===== src/rtl/fa_cache_pkg.sv =====
package fa_cache_pkg;
  typedef enum logic [1:0] {
    ST_IDLE  = 2'd0,
    ST_EVICT = 2'd1,
    ST_FETCH = 2'd2,
    ST_WRITE = 2'd3
  } cache_state_e;
endpackage


===== src/rtl/fa_tag_match.sv =====
module fa_tag_match #(
  parameter int SLOTS = 4,
  parameter int TAG_W = 4,
  parameter int IDX_W = $clog2(SLOTS)
) (
  input  logic [SLOTS-1:0]            valid_i,
  input  logic [SLOTS-1:0][TAG_W-1:0] tags_i,
  input  logic [TAG_W-1:0]            tag_i,
  output logic [SLOTS-1:0]            hit_vec_o,
  output logic                        hit_o,
  output logic [IDX_W-1:0]            hit_idx_o,
  output logic                        free_o,
  output logic [IDX_W-1:0]            free_idx_o
);
  // parallel compare, one comparator per slot
  for (genvar g = 0; g < SLOTS; g++) begin : g_cmp
    assign hit_vec_o[g] = valid_i[g] && (tags_i[g] == tag_i);
  end

  assign hit_o = |hit_vec_o;

  // encode the hit and pick the lowest-numbered invalid slot
  always_comb begin
    hit_idx_o  = '0;
    free_o     = 1'b0;
    free_idx_o = '0;
    for (int i = SLOTS - 1; i >= 0; i--) begin
      if (hit_vec_o[i]) hit_idx_o = IDX_W'(i);
      if (!valid_i[i]) begin
        free_o     = 1'b1;
        free_idx_o = IDX_W'(i);
      end
    end
  end
endmodule


===== src/rtl/fa_lru_rank.sv =====
module fa_lru_rank #(
  parameter int SLOTS = 4,
  parameter int IDX_W = $clog2(SLOTS)
) (
  input  logic             clk,
  input  logic             rst,
  input  logic [SLOTS-1:0] valid_i,
  input  logic             touch_i,
  input  logic [IDX_W-1:0] touch_idx_i,
  output logic [IDX_W-1:0] victim_o
);
  localparam logic [IDX_W-1:0] OLDEST = IDX_W'(SLOTS - 1);

  logic [SLOTS-1:0][IDX_W-1:0] rank_q;

  // unused or freshly filled slots sit at the oldest rank
  always_ff @(posedge clk) begin
    if (rst) begin
      for (int i = 0; i < SLOTS; i++) rank_q[i] <= OLDEST;
    end else if (touch_i) begin
      for (int i = 0; i < SLOTS; i++) begin
        if (IDX_W'(i) == touch_idx_i)
          rank_q[i] <= '0;
        else if (valid_i[i] && (rank_q[i] < rank_q[touch_idx_i]))
          rank_q[i] <= rank_q[i] + 1'b1;
      end
    end
  end

  always_comb begin
    victim_o = '0;
    for (int i = 0; i < SLOTS; i++)
      if (valid_i[i] && (rank_q[i] == OLDEST)) victim_o = IDX_W'(i);
  end

  AST_MRU_AFTER_TOUCH: assert property (@(posedge clk) disable iff (rst)
    touch_i |=> rank_q[$past(touch_idx_i)] == '0);
  // ranks of a full cache form a permutation, so the oldest slot exists
  AST_VICTIM_OLDEST: assert property (@(posedge clk) disable iff (rst)
    (&valid_i) |-> rank_q[victim_o] == OLDEST);
endmodule


===== src/rtl/assoc_lru_cache.sv =====
module assoc_lru_cache
  import fa_cache_pkg::*;
#(
  parameter int ADDR_W      = 6,
  parameter int BLOCK_BYTES = 4,
  parameter int SLOTS       = 4,
  parameter bit WRITE_BACK  = 1'b1
) (
  input  logic                     clk,
  input  logic                     rst,
  input  logic                     cpu_req_i,
  input  logic                     cpu_we_i,
  input  logic [ADDR_W-1:0]        cpu_addr_i,
  input  logic [7:0]               cpu_wdata_i,
  output logic                     cpu_ready_o,
  output logic                     cpu_hit_o,
  output logic [7:0]               cpu_rdata_o,
  output logic                     mem_req_o,
  output logic                     mem_we_o,
  output logic [ADDR_W-1:0]        mem_addr_o,
  output logic [8*BLOCK_BYTES-1:0] mem_wdata_o,
  output logic [BLOCK_BYTES-1:0]   mem_wmask_o,
  input  logic [8*BLOCK_BYTES-1:0] mem_rdata_i,
  input  logic                     mem_ready_i
);
  localparam int OFF_W = $clog2(BLOCK_BYTES);
  localparam int TAG_W = ADDR_W - OFF_W;
  localparam int IDX_W = $clog2(SLOTS);
  localparam int BLK_W = 8 * BLOCK_BYTES;

  cache_state_e                state_q;
  logic [SLOTS-1:0]            valid_q, dirty_q;
  logic [SLOTS-1:0][TAG_W-1:0] tag_q;
  logic [BLK_W-1:0]            data_q [SLOTS];
  logic [IDX_W-1:0]            vic_q;
  logic                        missed_q;

  logic [TAG_W-1:0] req_tag;
  logic [OFF_W-1:0] req_off;
  logic [SLOTS-1:0] hit_vec;
  logic             hit, free, accept;
  logic [IDX_W-1:0] hit_idx, free_idx, lru_victim, victim;
  logic [BLK_W-1:0] hit_word, shifted, merged, lane;
  logic [ADDR_W-1:0] req_blk;
  logic             data_we;
  logic [IDX_W-1:0] data_widx;
  logic [BLK_W-1:0] data_wval;

  assign req_tag = cpu_addr_i[ADDR_W-1:OFF_W];
  assign req_off = cpu_addr_i[OFF_W-1:0];
  assign req_blk = {req_tag, {OFF_W{1'b0}}};
  assign accept  = (state_q == ST_IDLE) && cpu_req_i && !cpu_ready_o;

  fa_tag_match #(.SLOTS(SLOTS), .TAG_W(TAG_W)) u_match (
    .valid_i(valid_q), .tags_i(tag_q), .tag_i(req_tag),
    .hit_vec_o(hit_vec), .hit_o(hit), .hit_idx_o(hit_idx),
    .free_o(free), .free_idx_o(free_idx)
  );

  fa_lru_rank #(.SLOTS(SLOTS)) u_lru (
    .clk(clk), .rst(rst), .valid_i(valid_q),
    .touch_i(accept && hit), .touch_idx_i(hit_idx), .victim_o(lru_victim)
  );

  assign victim   = free ? free_idx : lru_victim;
  assign hit_word = data_q[hit_idx];
  assign shifted  = hit_word >> (8 * int'(req_off));
  assign lane     = BLK_W'(cpu_wdata_i) << (8 * int'(req_off));
  assign merged   = (hit_word & ~(BLK_W'(8'hFF) << (8 * int'(req_off)))) | lane;

  // single write port on the data array
  assign data_we   = (accept && hit && cpu_we_i) || ((state_q == ST_FETCH) && mem_ready_i);
  assign data_widx = (state_q == ST_FETCH) ? vic_q : hit_idx;
  assign data_wval = (state_q == ST_FETCH) ? mem_rdata_i : merged;

  always_ff @(posedge clk) begin
    if (data_we) data_q[data_widx] <= data_wval;
  end

  always_ff @(posedge clk) begin
    if (rst) begin
      state_q     <= ST_IDLE;
      valid_q     <= '0;
      dirty_q     <= '0;
      tag_q       <= '0;
      vic_q       <= '0;
      missed_q    <= 1'b0;
      cpu_ready_o <= 1'b0;
      cpu_hit_o   <= 1'b0;
      cpu_rdata_o <= '0;
      mem_req_o   <= 1'b0;
      mem_we_o    <= 1'b0;
      mem_addr_o  <= '0;
      mem_wdata_o <= '0;
      mem_wmask_o <= '0;
    end else begin
      cpu_ready_o <= 1'b0;
      case (state_q)
        ST_IDLE: if (accept) begin
          if (hit && (!cpu_we_i || WRITE_BACK)) begin
            if (cpu_we_i) dirty_q[hit_idx] <= 1'b1;
            else          cpu_rdata_o      <= shifted[7:0];
            cpu_ready_o <= 1'b1;
            cpu_hit_o   <= !missed_q;
            missed_q    <= 1'b0;
          end else if (cpu_we_i && !WRITE_BACK) begin
            // write-through: send the byte, no allocation on a miss
            missed_q    <= !hit;
            mem_req_o   <= 1'b1;
            mem_we_o    <= 1'b1;
            mem_addr_o  <= req_blk;
            mem_wdata_o <= lane;
            mem_wmask_o <= BLOCK_BYTES'(1) << req_off;
            state_q     <= ST_WRITE;
          end else begin
            missed_q  <= 1'b1;
            vic_q     <= victim;
            mem_req_o <= 1'b1;
            if (WRITE_BACK && valid_q[victim] && dirty_q[victim]) begin
              mem_we_o    <= 1'b1;
              mem_addr_o  <= {tag_q[victim], {OFF_W{1'b0}}};
              mem_wdata_o <= data_q[victim];
              mem_wmask_o <= '1;
              state_q     <= ST_EVICT;
            end else begin
              mem_we_o    <= 1'b0;
              mem_addr_o  <= req_blk;
              mem_wmask_o <= '0;
              state_q     <= ST_FETCH;
            end
          end
        end
        ST_EVICT: if (mem_ready_i) begin
          dirty_q[vic_q] <= 1'b0;
          mem_we_o       <= 1'b0;
          mem_addr_o     <= req_blk;
          mem_wmask_o    <= '0;
          state_q        <= ST_FETCH;
        end
        ST_FETCH: if (mem_ready_i) begin
          // refill, then replay the held request as a hit
          mem_req_o      <= 1'b0;
          valid_q[vic_q] <= 1'b1;
          dirty_q[vic_q] <= 1'b0;
          tag_q[vic_q]   <= req_tag;
          state_q        <= ST_IDLE;
        end
        ST_WRITE: if (mem_ready_i) begin
          mem_req_o   <= 1'b0;
          mem_we_o    <= 1'b0;
          cpu_ready_o <= 1'b1;
          cpu_hit_o   <= !missed_q;
          missed_q    <= 1'b0;
          state_q     <= ST_IDLE;
        end
        default: state_q <= ST_IDLE;
      endcase
    end
  end

  AST_HIT_ONEHOT: assert property (@(posedge clk) disable iff (rst)
    cpu_req_i |-> $onehot0(hit_vec));
  AST_READY_PULSE: assert property (@(posedge clk) disable iff (rst)
    cpu_ready_o |=> !cpu_ready_o);
  AST_MEM_HOLD: assert property (@(posedge clk) disable iff (rst)
    (mem_req_o && !mem_ready_i) |=> (mem_req_o && $stable(mem_addr_o) && $stable(mem_we_o)));

  if (WRITE_BACK) begin : g_wb_chk
    AST_WB_HIT_QUIET: assert property (@(posedge clk) disable iff (rst)
      (accept && hit && cpu_we_i) |=> !mem_req_o);
  end else begin : g_wt_chk
    AST_WT_CLEAN: assert property (@(posedge clk) disable iff (rst)
      dirty_q == '0);
  end
endmodule


===== config.mk =====
export PLATFORM = sky130hd
export DESIGN_NAME = assoc_lru_cache
export DESIGN_NICKNAME = d
export VERILOG_FILES = /design/src/rtl/fa_cache_pkg.sv /design/src/rtl/fa_tag_match.sv /design/src/rtl/fa_lru_rank.sv /design/src/rtl/assoc_lru_cache.sv
export SDC_FILE = /design/constraint.sdc
export NUM_CORES = 1
export LEC_CHECK = 0
export BUFFER_PORTS_ARGS = -buffer_cell sky130_fd_sc_hd__buf_2
export CAP_MARGIN = 20
export CORE_MARGIN = 2
export CORE_UTILIZATION = 35
export CTS_BUF_LIST = sky130_fd_sc_hd__clkbuf_4
export CTS_CLUSTER_DIAMETER = 120
export DETAILED_ROUTE_END_ITERATION = 12
export SLEW_MARGIN = 5
export SYNTH_ARGS = -nofsm -noshare
export SYNTH_HDL_FRONTEND = slang
export SYNTH_HIERARCHICAL = 1
export SYNTH_SLANG_ARGS = --single-unit

===== constraint.sdc =====
create_clock -name clk -period 5.33 [get_ports clk]
set_clock_uncertainty 0.05 [all_clocks]
set_input_delay 1.066 -clock clk [delete_from_list [all_inputs] [get_ports clk]]
set_output_delay 1.066 -clock clk [all_outputs]
set_load 0.02 [all_outputs]

Word-level counts from Yosys, hierarchy flattened
Memory sizes are Yosys's and may differ from the RTL's. A register that Yosys moved wholly into a read port is not among the register bits.
Cells that the tools add are included.
{"block": "totals", "n_memories": 1, "regBits": 59, "out_inout_bits": 54, "mem_bits_rw": 128}
{"block": "op_classes", "n_addsub": 4, "magnitude_cmp": 9, "shift": 3, "reduce_logical": 52, "bitwise_logic": 9, "eq_ne": 22, "n_mux": 83}
{"memory": "data_q", "depth": 4, "width": 32, "rd": 2, "rd_clocked_by_memory_dff": 1, "wr": 1, "line": "assoc_lru_cache.sv:34", "text": "logic [BLK_W-1:0] data_q [SLOTS];"}
{"cell": "2-bit 2-to-1 mux", "n": 26}
{"cell": "4-bit 2-to-1 mux", "n": 10}
{"cell": "32-bit bitwise AND", "n": 1}
{"cell": "32-bit 2-to-1 mux", "n": 1}
{"cell": "32-bit inverter", "n": 1}
{"cell": "32-bit OR", "n": 1}
{"cell": "8-bit by 5-bit left shift with 32-bit output", "n": 1}
{"cell": "8-bit by 5-bit left shift with 32-bit output, first input constant", "n": 1}
{"cell": "32-bit by 5-bit >> shifter with 8-bit output", "n": 1}
{"cell": "4-bit AND reduction", "n": 7}
{"cell": "1-bit 2-to-1 mux", "n": 25}
{"cell": "6-bit 2-to-1 mux", "n": 4}
{"cell": "1-bit logical AND", "n": 19}
{"cell": "2-bit nonzero test", "n": 9}
{"cell": "16-bit bitwise mux", "n": 1}
{"cell": "4-bit equality test", "n": 4}
{"cell": "4-bit one-hot mux with 2 select lines", "n": 2}
{"cell": "2-bit inequality test, second input constant", "n": 6}
{"cell": "6-bit one-hot mux with 2 select lines", "n": 1}
{"cell": "2-bit equality test, second input constant", "n": 5}
{"cell": "1-bit one-hot mux with 2 select lines", "n": 5}
{"cell": "2-bit AND reduction", "n": 5}
{"cell": "2-bit by 3-bit < comparator with 1-bit output, second input constant", "n": 3}
{"cell": "2-bit by 1-bit adder with 2-bit output, second input constant", "n": 4}
{"cell": "other kinds (23)", "n": 39}

Longest topological paths before layout
Gate-level depths: netlist of the first run.
{"block": "logic_depth", "depth_word": 15, "depth_mapped": 14, "ltp_nobuf": 12}

Cells and area by module
The synthesis of the first run kept the hierarchy.
{"mod": "assoc_lru_cache", "cells_per_inst": 674, "area_each_um2": 9584.2, "seq_area_each_um2": 5405.2, "n_inst": 1}
{"mod": "fa_lru_rank", "cells_per_inst": 85, "area_each_um2": 711.9, "seq_area_each_um2": 160.2, "n_inst": 1}
{"mod": "fa_tag_match", "cells_per_inst": 39, "area_each_um2": 284.0, "seq_area_each_um2": 0.0, "n_inst": 1}

Worst setup path after synthesis of the first run
No wires, ideal clock.
{"block": "synth_timing", "path_kind": "input port to flip-flop", "from": "in cpu_addr_i[3]", "to": "mem data_q[1][0] in the netlist's numbering (enable)", "n_path_buf": 3, "stages": 10, "required_ns": 4.859, "slack_ns": 0.752, "arrival_ns": 4.107, "cell_sequence": "buf_4 -> a222oi_1 -> nor4b_4 -> inv_2 -> a21oi_2 -> buf_2 -> buf_2 -> inv_1 -> o21a_1 -> nor2_1"}
{"item": "start: declaration", "line": "assoc_lru_cache.sv:13", "text": "input logic [ADDR_W-1:0] cpu_addr_i,"}
{"item": "4-bit equality test", "line": "fa_tag_match.sv:17", "text": "assign hit_vec_o[g] = valid_i[g] && (tags_i[g] == tag_i);"}
{"item": "1-bit logical AND", "line": "fa_tag_match.sv:17"}
{"item": "net hit_vec[1]", "line": "assoc_lru_cache.sv:40", "text": "logic [SLOTS-1:0] hit_vec;"}
{"item": "2-bit 2-to-1 mux (2 in series)", "line": "fa_tag_match.sv:28", "text": "if (hit_vec_o[i]) hit_idx_o = IDX_W'(i);"}
{"item": "net hit_idx[0]", "line": "assoc_lru_cache.sv:42", "text": "logic [IDX_W-1:0] hit_idx, free_idx, lru_victim, victim;"}
{"item": "2-bit 2-to-1 mux", "line": "assoc_lru_cache.sv:73", "text": "assign data_widx = (state_q == ST_FETCH) ? vic_q : hit_idx;"}
{"item": "end: declaration", "line": "assoc_lru_cache.sv:34"}
The timed path passes the listed nets, and every way through them passes these cells.

Final worst setup path of the first run
{"block": "layout_timing", "from": "in cpu_addr_i[5]", "to": "mem data_q[3][7] in the netlist's numbering (enable)"}
Same word-level chain as after synthesis.

==> metrics.md, run 1 <==
| Metric | Value |
|---|---|
| Outcome | `finished clean` |
| Main synth FF type | `edfxtp_1` |
| Post-synth EDFFs | `128` |
| Post-Place Worst Slack | `1.22 ns` |
| Pwr Total | `0.00370 W` |
| Req. time, crit path | `5.57 ns` |
| DR vias | `7256` |
| Antenna violations before repair | `3` |
| Upper clock frequency limit | `291 MHz` |
| Post-synth cell types | `67` |
| Worst path bufs/invs | `6` |
| First-pass GRT wire length | `43.5 mm` |
| Dpl hpwl | `18.1 mm` |
| Worst Path Arrival | `3.67 ns` |
| Crit-path cells | `buf_2 -> inv_2 -> a222oi_1 -> nor4b_4 -> inv_2 -> a21oi_4 -> buf_12 -> inv_1 -> o21a_1 -> nor2_4 -> buf_4` |
| Worst-skew pair later-pin latency | `0.70 ns` |
| Fin crit period | `3.44 ns` |
| Root Driver | `clkbuf_4` |
| Area share of the largest cell type after synthesis | `36.3%` |
| CTS sink count | `214` |
| Final wirelength | `27.9 mm` |
| Dominant cell type by area after synthesis | `edfxtp_1` |
| GR peak layer | `met2` |
| Reg clk slew, reported paths | `0.06 ns` |
| GRT overflow | `0` |
| CP Max Fanout | `46` |
| Pin count of the biggest net entering global routing | `77` |
| Final hold violation count | `0` |
| Worst Hold Margin | `0.404 ns` |
| Fill count | `2802` |
| Synth warnings | `6` |
| Commonest non-fill, non-tap cells in the layout | `edfxtp_1 (128), mux2i_1 (110), buf_2 (102)` |
| PortBufs | `102` |
| Max Cap Viol | `0` |
| Die X | `178 µm` |
| Total CTS buffers | `55` |
| GPL Wtd Cong | `0.778` |
| Crit path max-delay family | `buffers and inverters` |
| Setup_tns | `0 ns` |
| Via density | `5.35` |
| CTS tree | `built` |
| Relative slew margins | `41.9%` |
| Fin crit share | `64.5%` |
| Met2 usage | `28.2%` |
| ANT nets after route | `0` |
| Endpoints failing setup | `0` |
| Initial Util | `35.6%` |
| Die height | `178 µm` |
| TritonRoute pass-1 iters | `5` |
| Vias in the first global route | `7338` |
| Synth Cell Area | `0.0106 mm²` |
| Fin. max-slew vios | `0` |
| Cell leakage power | `4.93 nW` |
| Measured slew at the worst slew-check pin | `0.853 ns` |
| Core area | `0.0297 mm²` |
| CP endpoint kind | `flip-flop` |
| RSZ-0062 raised after global routing | `no` |
| Post-CTS sizing | `0` |
| Worst path max stage delay | `0.48 ns` |
| Top cell by count, worst path | `inv_2` |
| Remaining DRCs | `0` |
| Met3 GRT Util | `4.95%` |
| Nets | `978` |
| Seq/Total Area, Yosys | `52.6%` |
| Maximum vdd drop | `0.165 mV` |
| Setup Crit Path Kind | `in -> reg` |
| Hold Path Class | `reg -> reg` |
| Wirelength per Cell | `20.6 µm` |
| Bufs on Longest Clock Path | `3` |
| DRT iter0 DRCs | `579` |
| Final Worst Setup Slack | `1.89 ns` |
| Pwr Density | `302 mW/mm²` |
| #FFs+latches synth | `214` |
| Gr usage total | `18.2%` |
| Post-CTS Hold Fix Bufs | `0` |
| Postcts setup bufs | `0` |
| Row cnt | `63` |
| Cells after Synth | `798` |
| Crit-path slowest cell | `buf_4` |
| Area delta synth->final | `15.7%` |
| Die footprint | `0.0316 mm²` |
| Asr flop ratio synth | `0%` |
| H-tree levels | `2` |
| Top post-synthesis cells by area | `edfxtp_1 (36%), dfxtp_1 (16%), mux4_2 (14%)` |
| Grt met1 use | `25.3%` |
| Syn Area/Cell | `13.3 µm²` |
| # IOs | `105` |
| Share of cells above drive strength 1 | `30.9%` |
| Most common cell after layout, fill and taps aside | `edfxtp_1` |
| Startpoint types | `input port` |
[synth_stat cells, drive strengths merged, types with 4 or more instances]
library cell / instances
inv: 18
nor3: 5
xor2: 10
edfxtp: 128
a211oi: 6
o21ai: 46
nand2: 60
o2bb2ai: 4
buf: 31
mux2i: 112
mux4: 70
nand3: 7
a2bb2oi: 8
nand3b: 5
nor2: 79
nor2b: 5
dfxtp: 86
ha: 11
a21oi: 18
clkbuf: 23
nand2b: 11
[routing by layer]
metal	vias to the layer above	routed length, µm
met3	39	2300
met5	-	0
met2	303	12700
met4	0	412
met1	3593	12600
li1	3321	-
[area by class of cell]
type	instances	area (µm²)	area share [%]
Multi-Input combinational cell	513	4710	38.5
Antenna cell	3	7.51	0.0613
Timing Repair Buffer	114	638	5.21
Tap cell	390	488	3.99
Clock buffer	95	713	5.83
Inverter	18	67.6	0.552
Sequential cell	214	5570	45.5
Clock inverter	8	51.3	0.419
[sequential cells by signal, indices dropped and copies added (netlist names)]
| name | count |
|---|---|
| data_q | 128 |
| mem_wdata_o | 32 |
| tag_q | 16 |
| cpu_rdata_o | 8 |
| u_lru/rank_q | 8 |
| dirty_q | 4 |
| mem_addr_o | 4 |
| valid_q | 4 |
| state_q | 2 |
| vic_q | 2 |
| cpu_hit_o | 1 |
| cpu_ready_o | 1 |
| mem_req_o | 1 |
| mem_we_o | 1 |
| mem_wmask_o | 1 |
| missed_q | 1 |
[cell families after synthesis]
family	count (synthesis)	share of synthesized area, %
xor gates and xnor gates	13	1.08
buffers and inverters	72	3.62
AOI/OAI and AO/OA	112	6.99
DFF	214	52.6
other	1	0.0354
muxes	184	26.0
and+or+nand+nor	191	8.42
adders and majority gates	11	1.30
[report_power, final]
part	total (W)	internal (W)	leakage, nW	switching (W)
logic	0.000373	0.000142	2.62	0.000231
registers	0.00185	0.00183	1.86	0.0000222
clock network	0.00147	0.000801	0.456	0.000671
[worst reg2reg max path: stages, from the launching register on]
cell and delay, ns:
dfxtp_1 0.35, inv_1 0.07, a222oi_1 0.32, nor4b_4 0.35, inv_2 0.08, a21oi_4 0.19
buf_12 0.35, inv_1 0.18, o21a_1 0.28, nor2_4 0.12, buf_4 0.48
[final timing paths]
kind,slack [ns],start,cells past startpoint,to
hold / removal,0.40,mem_addr_o[3],1,mem_addr_o[3]
setup / recovery,1.89,cpu_addr_i[5],11,data_q[3][7]
hold reg to reg,0.40,mem_addr_o[3],1,mem_addr_o[3]
setup reg to reg,2.10,tag_q[4],10,data_q[3][7]
[stage by stage]
step | instances | cell area, µm² | utilization, %
floorplan | 799 | 10600 | -
global placement | 1249 | 11500 | 38.6
detailed placement | 1249 | 11500 | 38.6
CTS | 1352 | 12200 | 41.2
global route | 1353 | 12200 | 41.2
finish | 1355 | 12200 | 41.2
Note: power is estimated with default switching activity, not from simulation.
==> inputs of run 2 (changes only) <==
--- a/config.mk
+++ b/config.mk
@@ -5,6 +5,7 @@
 export SDC_FILE = /design/constraint.sdc
 export NUM_CORES = 1
 export LEC_CHECK = 0
+export ABC_AREA = 1
 export BUFFER_PORTS_ARGS = -buffer_cell sky130_fd_sc_hd__buf_2
 export CAP_MARGIN = 20
 export CORE_MARGIN = 2
==> constraint.sdc (replaced) <==
create_clock -name clk -period 3.38 [get_ports clk]
set_clock_uncertainty 0.05 [all_clocks]
set_input_delay 0.676 -clock clk [delete_from_list [all_inputs] [get_ports clk]]
set_output_delay 0.676 -clock clk [all_outputs]
set_load 0.02 [all_outputs]
==> run 2 against run 1 <==
First-iteration DRC count grew 64%. Setup slack got worse by 1.5 ns. Via count increased by 41%. Critical path depth increased by 8. Global-route usage increased by 2.6 points. Sequential share of layout area is 2.4 points lower. Count of clock-buffer cells in the layout shrank 11. Critical endpoint is now u_lru/rank_q[0]. Total power grew 99%. Cell count is 48% higher. Register-to-register slack worse by 1.8 ns.
==> metrics.md, run 2 <==
| Metric | Value |
|---|---|
| Die height | `181 µm (was 178 µm)` |
| GPL Wtd Cong | `0.883 (was 0.778)` |
| Worst Hold Margin | `0.248 ns (was 0.404 ns)` |
| Most common cell after layout, fill and taps aside | `nand2_1 (was edfxtp_1)` |
| Pin count of the biggest net entering global routing | `94 (was 77)` |
| Largest regs | `data_q x128, mem_wdata_o x32, tag_q x16 (unchanged)` |
| First-pass GRT wire length | `53.6 mm (was 43.5 mm)` |
| Max Cap Viol | `0 (unchanged)` |
| Switching power | `0.00250 W (was 0.000924 W)` |
| DRT iter0 DRCs | `947 (was 579)` |
| Combinational share of power | `24.1% (was 10.1%)` |
| Vias in the first global route | `9771 (was 7338)` |
| CP endpoint kind | `flip-flop (unchanged)` |
| Internal | `0.00488 W (was 0.00277 W)` |
| DR vias | `10200 (was 7256)` |
| CP Max Fanout | `5 (was 46)` |
| CTS sink count | `214 (unchanged)` |
| Die footprint | `0.0329 mm² (was 0.0316 mm²)` |
| Synth warnings | `6 (unchanged)` |
| Post-CTS Hold Fix Bufs | `0 (unchanged)` |
| TritonRoute pass-1 iters | `6 (was 5)` |
| Root Driver | `clkbuf_4 (unchanged)` |
| Bufs on Longest Clock Path | `3 (unchanged)` |
| Worst-skew pair later-pin latency | `0.74 ns (was 0.70 ns)` |
| Antenna violations before repair | `1 (was 3)` |
| CTS tree | `built (unchanged)` |
| Fin. max-slew vios | `0 (unchanged)` |
| Remaining DRCs | `0 (unchanged)` |
| Wirelength per Cell | `17.1 µm (was 20.6 µm)` |
| Fin crit share | `89.8%` |
| Initial Util | `35.7% (was 35.6%)` |
| Endpoints failing setup | `0 (unchanged)` |
| Placed cells | `1888 (was 1249)` |
| Postcts setup bufs | `0 (unchanged)` |
| # IOs | `105 (unchanged)` |
| Via density | `5.10 (was 5.35)` |
| Pwr Density | `570 mW/mm² (was 302 mW/mm²)` |
| Final instance area | `0.0129 mm² (was 0.0122 mm²)` |
| Final hold violation count | `0 (unchanged)` |
| Syn Area/Cell | `7.78 µm² (was 13.3 µm²)` |
| Core area | `0.0308 mm² (was 0.0297 mm²)` |
| Area after DPL | `0.0122 mm² (was 0.0115 mm²)` |
| Fin crit period | `3.04 ns` |
| Cells after Synth | `1417 (was 798)` |
| Area delta synth->final | `17.4% (was 15.7%)` |
| GRT overflow | `0 (unchanged)` |
| Sw Share | `33.9% (was 25.0%)` |
| Die X | `181 µm (was 178 µm)` |
| RSZ-0062 raised after global routing | `no (unchanged)` |
| Final wirelength | `34.1 mm (was 27.9 mm)` |
| Setup Crit Path Kind | `reg -> reg (was in -> reg)` |
| FF+latch area | `0.00557 mm² (unchanged)` |
| Worst Path Arrival | `3.57 ns (was 3.67 ns)` |
| ANT nets after route | `0 (unchanged)` |
| Share of cells above drive strength 1 | `16.9% (was 30.9%)` |
| Total CTS buffers | `60 (was 55)` |
| Non-filler cells, final | `2002 (was 1355)` |
| Dpl hpwl | `22.6 mm (was 18.1 mm)` |
| Multi-input logic area | `0.00463 mm² (was 0.00471 mm²)` |
| Post-CTS sizing | `0 (unchanged)` |
| Req. time, crit path | `3.91 ns (was 5.57 ns)` |
| Biggest register | `data_q (unchanged)` |
| H-tree levels | `2 (unchanged)` |
| Hold Path Class | `in -> reg (was reg -> reg)` |
| Row cnt | `64 (was 63)` |
| Gr usage total | `20.8% (was 18.2%)` |
| Upper clock frequency limit | `329 MHz` |
| Fill count | `3210 (was 2802)` |
| Nets | `1616 (was 978)` |
| Reg clk slew, reported paths | `0.06 ns (about the same)` |
| Max FFs per register | `128 (unchanged)` |
| Cell leakage power | `5.61 nW (was 4.93 nW)` |
| Seq pwr share | `43.8% (was 50.1%)` |
| Clock share of power | `32.1% (was 39.8%)` |
| Synth Cell Area | `0.0110 mm² (was 0.0106 mm²)` |
| Commonest non-fill, non-tap cells in the layout | `nand2_1 (313), nor2_1 (265), inv_1 (134) (was edfxtp_1 (128), mux2i_1 (110), buf_2 (102))` |
| Outcome | `finished clean (unchanged)` |
| Measured slew at the worst slew-check pin | `0.836 ns (was 0.853 ns)` |
| Maximum vdd drop | `0.286 mV (was 0.165 mV)` |
| PortBufs | `102 (unchanged)` |
| Startpoint types | `flip-flop (was input port)` |
| Relative slew margins | `44.1% (was 41.9%)` |
## run 2: cell types whose count changed in the layout (fill, tap and decap cells not counted), sizes merged, moves of 14 or more
cell / previous run / this run
a21oi: 18 / 77
a22oi: 2 / 16
a31oi: 3 / 32
buf: 114 / 142
clkinv: 7 / 28
inv: 18 / 141
mux2i: 112 / 0
mux4: 70 / 0
nand2: 60 / 326
nand3: 7 / 73
nor2: 79 / 272
o21ai: 46 / 147
## run 2: final cells by class
type                    count  share of cell area, %
diodes                      1                 0.0193
clock buffers              84                   4.88
clock inverters            29                   1.10
inverters                 142                   4.14
multi-input cells         994                   35.8
flip-flops and latches    214                   43.0
well taps                 396                   3.83
repair buffers            142                   7.24
## run 2: power by group through the flow
| stage | combinational, W | clock (W) | sequential (W) |
|---|---|---|---|
| 2_1_floorplan | 0.00114 | 0 | 0.00331 |
| 3_3_place_gp | 0.00173 | 0 | 0.00328 |
| 3_5_place_dp | 0.00175 | 0 | 0.00328 |
| 4_1_cts | 0.00176 | 0.00244 | 0.00323 |
| 5_1_grt | 0.00195 | 0.00258 | 0.00324 |
| 6_report | 0.00178 | 0.00237 | 0.00323 |
## run 2: per-stage QoR
stage	setup slack (ns)	power, W	TNS, ns	util (%)
3_5_place_dp	-0.0138	0.00504	-0.0499	39.4
5_1_grt	0.0307	0.00777	0	42.0
4_1_cts	0.384	0.00742	0	41.9
6_report	0.344	0.00737	0	42.0
2_1_floorplan	-0.145	0.00444	-12.19	-
3_3_place_gp	0.134	0.00501	0	39.4
## run 2: final timing paths
| path | start | to | slack, ns | cells past startpoint |
|---|---|---|---|---|
| setup / recovery | valid_q[3] | u_lru/rank_q[0] | 0.34 | 19 |
| hold reg to reg | missed_q | missed_q | 0.42 | 2 |
| setup reg to reg | valid_q[3] | u_lru/rank_q[0] | 0.34 | 19 |
| hold / removal | cpu_addr_i[5] | tag_q[11] | 0.25 | 3 |
## run 2: routing by layer
layer  up-vias  wire (µm)  track usage [%]
li1       4995          -                -
met1      4705      15200             28.6
met2       431      15200             32.8
met3        71       2860             3.79
met4         0        878             7.32
met5         -          0                0
## run 2: critical path, stage by stage (launching register included)
cell and delay, ns:
dfxtp_1 0.41, inv_1 0.11, a21oi_1 0.16, nand3_2 0.14
o21ai_1 0.16, inv_1 0.08, nor2_1 0.20, inv_2 0.07
nand2_1 0.11, inv_1 0.08, a22o_1 0.19, a221oi_1 0.34
buf_4 0.20, ha_1 0.22, nand2_1 0.07, nand2_1 0.05
nand2_2 0.08, nand2_2 0.06, nand2_1 0.07, nand3_1 0.06
==> inputs of run 3 (changes only) <==
--- a/config.mk
+++ b/config.mk
@@ -5,7 +5,6 @@
 export SDC_FILE = /design/constraint.sdc
 export NUM_CORES = 1
 export LEC_CHECK = 0
-export ABC_AREA = 1
 export BUFFER_PORTS_ARGS = -buffer_cell sky130_fd_sc_hd__buf_2
 export CAP_MARGIN = 20
 export CORE_MARGIN = 2
==> run 3 against run 2 <==
Sequential share of layout area rose by 1.1 points. Non-clock buffer count rose by 5. Cell area fell by 2.4%. Critical path type unchanged. Die area fell by 3.9%. Total power fell by 19%. First-iteration DRC count fell by 43%. Critical path depth fell by 9. Register-to-register slack barely moved. Sequential cell count did not move. Sequential power fell by 9.6%. Combinational power fell by 66%. Via count fell by 28%.
==> metrics.md, run 3 (synthesis gave the netlist of run 1 again) <==
| Metric | Value |
|---|---|
| Post-Place Worst Slack | `-0.107 ns (was -0.0138 ns)` |
| GRT overflow | `0 (unchanged)` |
| CP Max Fanout | `9 (was 5)` |
| Fin crit share | `89.5% (was 89.8%)` |
| RSZ-0062 raised after global routing | `no (unchanged)` |
| Root Driver | `clkbuf_4 (unchanged)` |
| Non-filler cells, final | `1386 (was 2002)` |
| Total CTS buffers | `56 (was 60)` |
| Final instance area | `0.0126 mm² (was 0.0129 mm²)` |
| Worst-skew pair later-pin latency | `0.72 ns (was 0.74 ns)` |
| Startpoint types | `flip-flop (unchanged)` |
| DRT iter0 DRCs | `536 (was 947)` |
| Seq pwr share | `49.1% (was 43.8%)` |
| # IOs | `105 (unchanged)` |
| Fill count | `2778 (was 3210)` |
| Final wirelength | `27.8 mm (was 34.1 mm)` |
| CTS tree | `built (unchanged)` |
| Gr usage total | `18.0% (was 20.8%)` |
| H-tree levels | `2 (unchanged)` |
| PortBufs | `102 (unchanged)` |
| Maximum vdd drop | `0.285 mV (was 0.286 mV)` |
| Measured slew at the worst slew-check pin | `0.700 ns (was 0.836 ns)` |
| Post-CTS sizing | `0 (unchanged)` |
| Placed cells | `1282 (was 1888)` |
| Cell leakage power | `5.14 nW (was 5.61 nW)` |
| Sw Share | `25.0% (was 33.9%)` |
| Largest regs | `data_q x128, mem_wdata_o x32, tag_q x16 (unchanged)` |
| Outcome | `finished clean (unchanged)` |
| Pwr Density | `470 mW/mm² (was 570 mW/mm²)` |
| Nets | `1012 (was 1616)` |
| Wirelength per Cell | `20.0 µm (was 17.1 µm)` |
| Biggest register | `data_q (unchanged)` |
| DR vias | `7370 (was 10200)` |
| Pin count of the biggest net entering global routing | `65 (was 94)` |
| Fin. max-slew vios | `0 (unchanged)` |
| First-pass GRT wire length | `43.3 mm (was 53.6 mm)` |
| ANT nets after route | `0 (unchanged)` |
| Area after DPL | `0.0118 mm² (was 0.0122 mm²)` |
| Commonest non-fill, non-tap cells in the layout | `edfxtp_1 (128), mux2i_1 (110), buf_2 (102) (was nand2_1 (313), nor2_1 (265), inv_1 (134))` |
| CTS sink count | `214 (unchanged)` |
| Die X | `178 µm (was 181 µm)` |
| Vias in the first global route | `7516 (was 9771)` |
| Via density | `5.32 (was 5.10)` |
| Clock share of power | `40.6% (was 32.1%)` |
| Fin crit period | `3.03 ns (was 3.04 ns)` |
| Share of cells above drive strength 1 | `33.2% (was 16.9%)` |
| Die height | `178 µm (was 181 µm)` |
| Upper clock frequency limit | `331 MHz (was 329 MHz)` |
| Most common cell after layout, fill and taps aside | `edfxtp_1 (was nand2_1)` |
| Area delta synth->final | `19.3% (was 17.4%)` |
| Row cnt | `63 (was 64)` |
| Max Cap Viol | `0 (unchanged)` |
| Setup Crit Path Kind | `reg -> reg (unchanged)` |
| Max FFs per register | `128 (unchanged)` |
| Req. time, crit path | `3.93 ns (was 3.91 ns)` |
| Die footprint | `0.0316 mm² (was 0.0329 mm²)` |
| Combinational share of power | `10.3% (was 24.1%)` |
| Reg clk slew, reported paths | `0.07 ns (was 0.06 ns)` |
| Postcts setup bufs | `0 (unchanged)` |
| Endpoints failing setup | `0 (unchanged)` |
| GPL Wtd Cong | `0.811 (was 0.883)` |
| Switching power | `0.00149 W (was 0.00250 W)` |
| Initial Util | `35.6% (was 35.7%)` |
| Internal | `0.00445 W (was 0.00488 W)` |
| Dpl hpwl | `18.5 mm (was 22.6 mm)` |
| Relative slew margins | `53.2% (was 44.1%)` |
| Final hold violation count | `0 (unchanged)` |
| Hold Path Class | `in -> reg (unchanged)` |
| Remaining DRCs | `0 (unchanged)` |
| CP endpoint kind | `flip-flop (unchanged)` |
| Final Core Density | `42.5% (was 42.0%)` |
| Core area | `0.0297 mm² (was 0.0308 mm²)` |
| Worst Hold Margin | `0.253 ns (was 0.248 ns)` |
| Final Worst Setup Slack | `0.355 ns (was 0.344 ns)` |
| Antenna violations before repair | `3 (was 1)` |
| Worst Path Arrival | `3.57 ns (about the same)` |
| Bufs on Longest Clock Path | `3 (unchanged)` |
| Post-CTS Hold Fix Bufs | `0 (unchanged)` |
| TritonRoute pass-1 iters | `5 (was 6)` |
run 3: cell count changes in the layout (fill, tap and decap cells not counted), moves of 58 or more:
cell     change
a21oi_1     -58
inv_1      -118
mux2i_1    +110
mux4_2      +64
nand2_1    -253
nand3_1     -62
nor2_1     -190
run 3: power by group through the flow:
stage,clock network [W],logic [W],registers (W)
detailed placement,0,0.000610,0.00297
floorplan,0,0.000394,0.00297
finish,0.00241,0.000611,0.00292
global placement,0,0.000605,0.00297
CTS,0.00249,0.000614,0.00292
global route,0.00264,0.000666,0.00292
run 3: final timing paths:
| path | start | end | slack [ns] | cells after the start |
|---|---|---|---|---|
| max | valid_q[1] | u_lru/rank_q[1] | 0.35 | 10 |
| min | cpu_addr_i[3] | tag_q[5] | 0.25 | 3 |
| max reg2reg | valid_q[1] | u_lru/rank_q[1] | 0.35 | 10 |
| min reg2reg | mem_addr_o[5] | mem_addr_o[5] | 0.41 | 1 |
run 3: worst max-delay path: stages (launching register included):
cell,delay (ns)
dfxtp_1,0.51
o21ai_0,0.23
nor4b_4,0.29
inv_2,0.07
a21oi_4,0.14
mux4_2,0.50
inv_1,0.14
ha_1,0.27
nor3b_2,0.27
a21oi_1,0.08
a221o_1,0.35
run 3: layout make-up:
class	instances	area (µm²)	area share [%]
flip-flops and latches	214	5570	44.1
multi-input cells	513	4710	37.3
repair buffers	147	1010	8.01
clock buffers	94	706	5.59
well taps	390	488	3.87
clock inverters	8	73.8	0.585
inverters	18	67.6	0.535
diodes	2	5.00	0.0396
run 3: layer usage:
metal / vias to the layer above / share of wire, % / track usage [%]
met4: 2 / 2.2 / 6.05
met3: 58 / 8.5 / 4.13
met5: - / 0.047 / 0
li1: 3391 / - / -
met1: 3593 / 43 / 24.9
met2: 326 / 46 / 28.0
run 3: stage by stage:
stage               TNS [ns]  total power, W
floorplan             -27.73         0.00336
global placement     -0.0885         0.00358
detailed placement    -0.427         0.00358
CTS                        0         0.00602
global route               0         0.00623
finish                     0         0.00594
